--- src/rtl/pig_pkg.sv ---
package pig_pkg;
  // Effective exponent: codes 1 and 2 fold onto 8 and 9.
  function automatic logic [3:0] rate_shift(input logic [3:0] code);
    logic [3:0] eff;
    eff = (code == 4'd1 || code == 4'd2) ? code + 4'd7 : code;
    return eff - 4'd1;
  endfunction
endpackage

--- src/rtl/pig_reset_sync.sv ---
module pig_reset_sync (
  input  logic clk,
  input  logic rst_n,
  output logic rst_sync_n
);
  logic [1:0] stage_q;

  always_ff @(posedge clk or negedge rst_n) begin
    if (!rst_n) stage_q <= 2'b00;
    else        stage_q <= {stage_q[0], 1'b1};
  end

  assign rst_sync_n = stage_q[1];
endmodule

--- src/rtl/pig_tick_counter.sv ---
module pig_tick_counter #(
  parameter int CNT_W = 15
) (
  input  logic             clk,
  input  logic             rst_n,
  input  logic             adv,
  output logic [CNT_W-1:0] cnt_q,
  output logic [CNT_W-1:0] cnt_inc
);
  logic [CNT_W-1:0] cnt_d;

  assign cnt_inc = cnt_q + {{(CNT_W-1){1'b0}}, 1'b1};

  always_comb begin
    cnt_d = cnt_q;
    if (adv) cnt_d = cnt_inc;
  end

  always_ff @(posedge clk or negedge rst_n) begin
    if (!rst_n) cnt_q <= '0;
    else        cnt_q <= cnt_d;
  end

  // the count holds in cycles without a strobe
  p_hold_no_tick_r7: assert property (@(posedge clk) disable iff (!rst_n)
    !adv |=> $stable(cnt_q));
  // a strobe always steps the count by one, never clears it
  p_step_on_tick_r8: assert property (@(posedge clk) disable iff (!rst_n)
    adv |=> cnt_q == $past(cnt_q) + 1'b1);
endmodule

--- src/rtl/pig_rate_decode.sv ---
module pig_rate_decode
  import pig_pkg::*;
#(
  parameter int CODE_W = 4,
  parameter int CNT_W  = 15
) (
  input  logic [CODE_W-1:0] code,
  input  logic              en,
  output logic              active,
  output logic [CNT_W-1:0]  mask
);
  logic [3:0] shift;

  assign shift  = rate_shift(4'(code));
  assign active = en && (code != '0);

  generate
    for (genvar i = 0; i < CNT_W; i++) begin : g_mask
      assign mask[i] = (i < int'(shift));
    end
  endgenerate

  // the mask is a contiguous run of low ones (period is a power of two)
  always_comb begin
    p_mask_contig_r4: assert ($onehot0({1'b0, mask} + 1'b1));
  end
endmodule

--- src/rtl/periodic_irq_gen.sv ---
module periodic_irq_gen #(
  parameter int CODE_W = 4,
  parameter int CNT_W  = 15
) (
  input  logic              clk,
  input  logic              rst_n,
  input  logic              tick_32k,
  input  logic [CODE_W-1:0] rate_sel,
  input  logic              gen_en,
  output logic              irq_evt
);
  localparam int MAX_SHIFT = (1 << CODE_W) - 2;

  initial begin
    if (MAX_SHIFT >= CNT_W) $error("counter too narrow for longest period");
  end

  logic             rst_sync_n;
  logic [CNT_W-1:0] cnt_q;
  logic [CNT_W-1:0] cnt_inc;
  logic [CNT_W-1:0] mask;
  logic             active;
  logic             evt_d;
  logic             evt_q;

  pig_reset_sync u_rst (
    .clk        (clk),
    .rst_n      (rst_n),
    .rst_sync_n (rst_sync_n)
  );

  pig_tick_counter #(.CNT_W(CNT_W)) u_cnt (
    .clk     (clk),
    .rst_n   (rst_sync_n),
    .adv     (tick_32k),
    .cnt_q   (cnt_q),
    .cnt_inc (cnt_inc)
  );

  pig_rate_decode #(.CODE_W(CODE_W), .CNT_W(CNT_W)) u_dec (
    .code   (rate_sel),
    .en     (gen_en),
    .active (active),
    .mask   (mask)
  );

  // An event fires on the strobe that brings the masked low bits to zero.
  always_comb begin
    evt_d = 1'b0;
    if (tick_32k && active) evt_d = ((cnt_inc & mask) == '0);
  end

  always_ff @(posedge clk or negedge rst_sync_n) begin
    if (!rst_sync_n) evt_q <= 1'b0;
    else             evt_q <= evt_d;
  end

  assign irq_evt = evt_q;

  // a pulse only follows a sampled strobe
  p_pulse_after_tick_r6: assert property (@(posedge clk) disable iff (!rst_sync_n)
    irq_evt |-> $past(tick_32k));
  // no pulse unless the enable was high on that strobe
  p_pulse_needs_en_r3: assert property (@(posedge clk) disable iff (!rst_sync_n)
    irq_evt |-> $past(gen_en));
  // no pulse when the code was zero
  p_pulse_needs_code_r2: assert property (@(posedge clk) disable iff (!rst_sync_n)
    irq_evt |-> $past(rate_sel) != '0);
  // pulses are a single cycle wide
  p_single_cycle_r9: assert property (@(posedge clk) disable iff (!rst_sync_n)
    irq_evt |=> !irq_evt);
endmodule

--- config.mk ---
export PLATFORM = sky130hd
export DESIGN_NAME = periodic_irq_gen
export DESIGN_NICKNAME = d
export VERILOG_FILES = /design/src/rtl/pig_pkg.sv /design/src/rtl/pig_reset_sync.sv /design/src/rtl/pig_tick_counter.sv /design/src/rtl/pig_rate_decode.sv /design/src/rtl/periodic_irq_gen.sv
export SDC_FILE = /design/constraint.sdc
export NUM_CORES = 1
export LEC_CHECK = 0
export ABC_CLOCK_PERIOD_IN_PS = 800
export BUFFER_PORTS_ARGS = -buffer_cell sky130_fd_sc_hd__buf_2
export CORE_MARGIN = 3
export CORE_UTILIZATION = 54
export DETAILED_ROUTE_END_ITERATION = 10
export PLACE_DENSITY = 0.72
export SETUP_SLACK_MARGIN = 0.4
export SLEW_MARGIN = 20
export SYNTH_ARGS = -nofsm -noshare
export SYNTH_HDL_FRONTEND = slang
export SYNTH_SLANG_ARGS = --single-unit
--- constraint.sdc ---
create_clock -name clk -period 0.8 [get_ports clk]
set_clock_uncertainty 0.2 [all_clocks]
set_input_delay 0.04 -clock clk [delete_from_list [all_inputs] [get_ports clk]]
set_output_delay 0.04 -clock clk [all_outputs]
set_load 0.05 [all_outputs]
==> run_results.csv, run 1 <==
group,metric,value,unit
run_status,status,"did not finish",
run_status,failed_stage,"global routing",
run_status,error_message,"[ERROR DPL-0038] Utilization greater than 100%, impossible to legalize",
clock_tree,numCtsBuffers,3,
synth,synth.net_count,179,
synth,ys_seq_elements,18,
floorplan,die_height,57.3,um
synth,synthMuxAreaShare,0.00792,
synth,ys_warn_count,0,
synth,post_synth_num_cell_types,44,
placement,total_cell_area_at_the_placement_stage,2070,um^2
placement,dp_hpwl,2930,um
timing,crit_endpoint,"irq_evt$_DFF_PN0_/D",
synth,synth_top_family_by_area,"simple AND/OR/NAND/NOR gates",
floorplan,io-pin-count,9,
timing,timing.repair.worst_endpoint_type,"register input",
placement,port_buffers,8,
clock_tree,cts_sinks,18,
synth,synth_top_area_frac,0.317,
synth,synthTopCellsByArea,"sky130_fd_sc_hd__dfrtp_1 32%, sky130_fd_sc_hd__xnor2_1 12%, sky130_fd_sc_hd__xor2_1 6.8%, sky130_fd_sc_hd__ha_1 6.2%, sky130_fd_sc_hd__nand2_1 5.5%",
floorplan,initial_util,0.602,
synth,synth-simple-area-share,0.209,
synth,synth_adder_area_share,0.0616,
synth,yosys.area_share.xor_xnor,0.196,
synth,postSynth.topFlopCell,"sky130_fd_sc_hd__dfrtp_1",
synth,post_synth_instance_area,1420,um^2
synth,post-synth-top-area-cell,"sky130_fd_sc_hd__dfrtp_1",
synth,synthesis.instances,164,
placement,place_inst,252,
clock_tree,ctsLongestPathBuffers,2,
placement,gpl.final_weighted_congestion,0.866,
synth,synth_compound_gate_area_share,0.166,
synth,postSynth.asyncResetShare,1.00,
synth,synth.yosys.seq_area_share,0.317,
floorplan,die_width,57.3,um
global_routing,grt_start_max_net_pins,14,
synth,avgSynthCellArea,8.67,um^2
clock_tree,clock_tree.htree_level_count,1,
synth,synth_enable_flop_cells,0,
floorplan,core.rowCount,17,
clock_tree,cts_root_buf,"sky130_fd_sc_hd__clkbuf_4",
==> kinds of logic after synthesis <==
logic type,Yosys count
other,1
and+or+nand+nor,62
adders and majority gates,7
xor gates and xnor gates,31
DFF,18
buffers and inverters,14
muxes,1
AOI/OAI and AO/OA,30
==> what timing repair did <==
action | in CTS
pin swaps | 8
setup endpoints to repair | 34
gates resized for setup | 21
setup buffers | 8
endpoints found under the hold margin | 8
==> through the flow <==
step            util  hold WS [ns]  setup slack (ns)
2_1_floorplan      -        -0.456             -1.32
3_3_place_gp   0.878        -0.377             -1.51
3_5_place_dp   0.878        -0.373             -1.59
4_1_cts        0.961        -0.712             -1.27
==> Yosys cell counts (all sizes together) (2+ instances only) <==
cell type,instances
nand4,3
xor2,12
nand2,21
nor2,14
o211ai,2
buf,4
dfrtp,18
a31oi,5
nand3,6
a21oi,5
nor3,4
a311oi,2
o21a,2
xnor2,19
nor4,2
inv,9
ha,7
o21ai,6
or2,3
and2,2
and3,3
==> run 2: changes to the inputs <==
Settings changed: ABC_CLOCK_PERIOD_IN_PS 800 to 1000, CORE_AREA set to 3 3 64 66, CORE_MARGIN 3 to not set, CORE_UTILIZATION 54 to not set, DIE_AREA set to 0 0 67 69, PLACE_DENSITY 0.72 to not set, PLACE_DENSITY_LB_ADDON set to 0.15, SETUP_SLACK_MARGIN 0.4 to not set.
Clock period 0.8 ns to 1 ns, I/O delays scaled along.
==> run_results.csv, run 2 <==
group,metric,value,unit
global_routing,number_of_global_route_vias_before_repair,1448,
setup_path,setup.worst_path.end_class,"register",
synth,synthTopCellsByArea,"sky130_fd_sc_hd__dfrtp_1 32%, sky130_fd_sc_hd__xnor2_1 12%, sky130_fd_sc_hd__xor2_1 6.8%, sky130_fd_sc_hd__ha_1 6.2%, sky130_fd_sc_hd__nand2_1 5.5%",
routing,drt_pre_antenna_iters,4,
clock_tree,clock_tree_from_tritoncts,"yes",
timing,period_share,2.08,
timing,number_of_max_slew_violations_in_the_final_report,0,
synth,postSynth.asyncResetShare,1.00,
synth,yosys-top-cells-count,"21 x sky130_fd_sc_hd__nand2_1, 19 x sky130_fd_sc_hd__xnor2_1, 18 x sky130_fd_sc_hd__dfrtp_1",
synth,count_leader_synth,"sky130_fd_sc_hd__nand2_1",
timing,final_hold_viol_count,17,
floorplan,die_height,69,um
placement,total_cell_area_at_the_placement_stage,2060,um^2
power_and_ir_drop,power.static_leakage,1.10,nW
final_layout,finalInstanceArea,2420,um^2
flow_run,timing.max_cap.violations,0,
power_and_ir_drop,ir_worst_vdd,0.00176,V
routing,number_of_nets_with_antenna_violations_after_detailed_routing,0,
clock_tree,numCtsBuffers,3,
global_routing,grt_start_max_net_pins,17,
final_layout,layout.filler_cells,300,
floorplan,io-pin-count,9,
routing,dr.first_iter.drc_count,55,
synth,synthesis.instances,164,
synth,synth_enable_flop_cells,0,
clock_tree,ctsLongestPathBuffers,2,
placement,dp_hpwl,2970,um
floorplan,die_width,67,um
timing,final.hold.worst_slack,-0.0128,ns
clock_tree,clock_tree.htree_level_count,1,
setup_path,cp_max_fo,4,
final_layout,layout.cells.most_common_list,"52 x sky130_fd_sc_hd__buf_4, 15 x sky130_fd_sc_hd__nand2_1, 15 x sky130_fd_sc_hd__dfrtp_1, 13 x sky130_fd_sc_hd__xnor2_1, 13 x sky130_fd_sc_hd__buf_6",
setup_path,crit_path_class,"primary input to register",
routing,routed_wl,3940,um
global_routing,global_route.overflow_total,0,
timing,fin_setup_tns,-8.36,ns
clock_tree,cts.reportedPaths.clkPinSlew,0.07,ns
final_layout,fin_util,0.667,
timing,finalSetupViolCount,17,
synth,synth_top_area_frac,0.317,
global_routing,grt_antenna_before_repair,0,
final_layout,mostFrequentLayoutCell,"sky130_fd_sc_hd__buf_4",
routing,drt-wirelength-per-cell,13.9,um
floorplan,fp.coreArea,3630,um^2
synth,ys_seq_elements,18,
final_layout,final_layout_size_suffix_gt1_frac,0.540,
final_layout,largest_reg_flops,15,
synth,synth.yosys.seq_area_share,0.317,
final_layout,regMostFlops,"u_cnt.cnt_q",
run_status,status,"finished with violations",
floorplan,initial_util,0.391,
synth,ys_warn_count,0,
floorplan,core.rowCount,22,
setup_path,cp_data_required_time,0.95,ns
hold_path,hold_path_class,"register to asynchronous set/reset pin",
synth,post_synth_num_cell_types,44,
final_layout,fin_cells,283,
setup_path,cp_data_arrival_time,2.03,ns
clock_tree,cts.hold.buffers_added,2,
clock_tree,cts_sinks,18,
synth,synth.net_count,179,
global_routing,grt_pass1_wl,6360,um
final_layout,antenna-diode-count,0,
floorplan,die_area,4620,um^2
synth,post_synth_instance_area,1420,um^2
final_layout,nNetsFinal,251,
placement,port_buffers,8,
run_status,failing_checks,"negative hold slack, negative setup slack",
synth,avgSynthCellArea,8.67,um^2
routing,avgViaCountPerCell,5.11,
timing,rsz0062_at_grt,"yes",
timing,period_minus_slack,2.08,ns
clock_tree,insertion_delay,0.25,ns
timing,fmaxAchievable,0.481,GHz
routing,dr_total_vias,1445,
synth,post-synth-top-area-cell,"sky130_fd_sc_hd__dfrtp_1",
placement,gpl.final_weighted_congestion,0.961,
clock_tree,cts_root_buf,"sky130_fd_sc_hd__clkbuf_8",
placement,place_inst,269,
setup_path,startpoint_type,"primary input",
timing,postLayoutSetupSlackWorst,-1.08,ns
final_layout,synthToLayoutAreaGrowth,70.6,%
routing,detail_route.drc_violations,0,
power_and_ir_drop,design_power_total,4.26,mW
power_and_ir_drop,cellPowerDensity,1760,nW/um^2
global_routing,grt.total_usage,0.176,
synth,postSynth.topFlopCell,"sky130_fd_sc_hd__dfrtp_1",
-- run 2: where the power goes --
| part | leakage, nW | internal, mW | switching, mW |
|---|---|---|---|
| clock | 0.0288 | 0.350 | 0.249 |
| sequential | 0.224 | 0.890 | 0.156 |
| combinational | 0.847 | 1.40 | 1.21 |
| total | 1.10 | 2.64 | 1.62 |
-- run 2: per-layer routing --
layer  GRT usage  part of all wire
met2       0.307              0.53
met4      0.0360             0.014
met3      0.0472             0.042
met5           0                 0
met1       0.210              0.41
-- run 2: what timing repair did --
action                                  in CTS  in global routing
hold endpoints to repair                    19                  1
gates resized for setup                     21                 27
endpoints found under the setup margin      17                 17
cloned                                       0                  0
buffers inserted                             6                  5
pin swaps                                   10                 15
-- run 2: cell families after synthesis --
family          count (synthesis)  synth area share
compound gates                 30             0.166
xor+xnor                       31             0.196
fa+ha+maj                       7            0.0616
buf+inv                        14            0.0396
flops                          18             0.317
mux                             1           0.00792
other cells                     1           0.00264
simple gates                   62             0.209
-- run 2: worst max-delay path: stages --
cell                        delay [ns]
sky130_fd_sc_hd__buf_4            0.13
sky130_fd_sc_hd__inv_6            0.05
sky130_fd_sc_hd__ha_4             0.15
sky130_fd_sc_hd__or2_4            0.23
sky130_fd_sc_hd__nand2_2          0.07
sky130_fd_sc_hd__nor2_1           0.05
sky130_fd_sc_hd__a21oi_2          0.18
sky130_fd_sc_hd__buf_6            0.15
sky130_fd_sc_hd__ha_4             0.14
sky130_fd_sc_hd__inv_1            0.07
sky130_fd_sc_hd__o21a_1           0.18
sky130_fd_sc_hd__o211ai_2         0.16
sky130_fd_sc_hd__o2111ai_2        0.12
sky130_fd_sc_hd__nor4_1           0.29
-- run 2: stage by stage --
| step | setup WS (ns) | hold WS (ns) |
|---|---|---|
| floorplan | -1.13 | -0.446 |
| global placement | -1.34 | -0.366 |
| global route | -1.14 | -0.00749 |
| finish | -1.08 | -0.0128 |
| CTS | -1.09 | -0.00661 |
| detailed placement | -1.44 | -0.364 |
-- run 2: worst paths after layout --
check / end / start / slack (ns) / depth (start not counted)
max in group asynchronous: u_rst.stage_q[0] / rst_n / 0.04 / 3
setup / recovery: irq_evt / rate_sel[1] / -1.08 / 14
setup reg to reg: irq_evt / u_cnt.cnt_q[0] / -1.07 / 8
hold reg to reg: u_cnt.cnt_q[8] / u_rst.stage_q[1] / -0.01 / 1
min in group clk: u_cnt.cnt_q[0] / tick_32k / -0.01 / 3
hold / removal: u_cnt.cnt_q[8] / u_rst.stage_q[1] / -0.01 / 1
-- run 2: layout make-up --
class,count,area (um^2),share of cell area
multi-input combinational,132,1220,0.504
tap,48,60.1,0.0248
timing repair buffer,72,582,0.240
clock buffer,4,55.1,0.0227
inverter,9,51.3,0.0212
sequential,18,454,0.187
(Power assumes the default switching activity.)
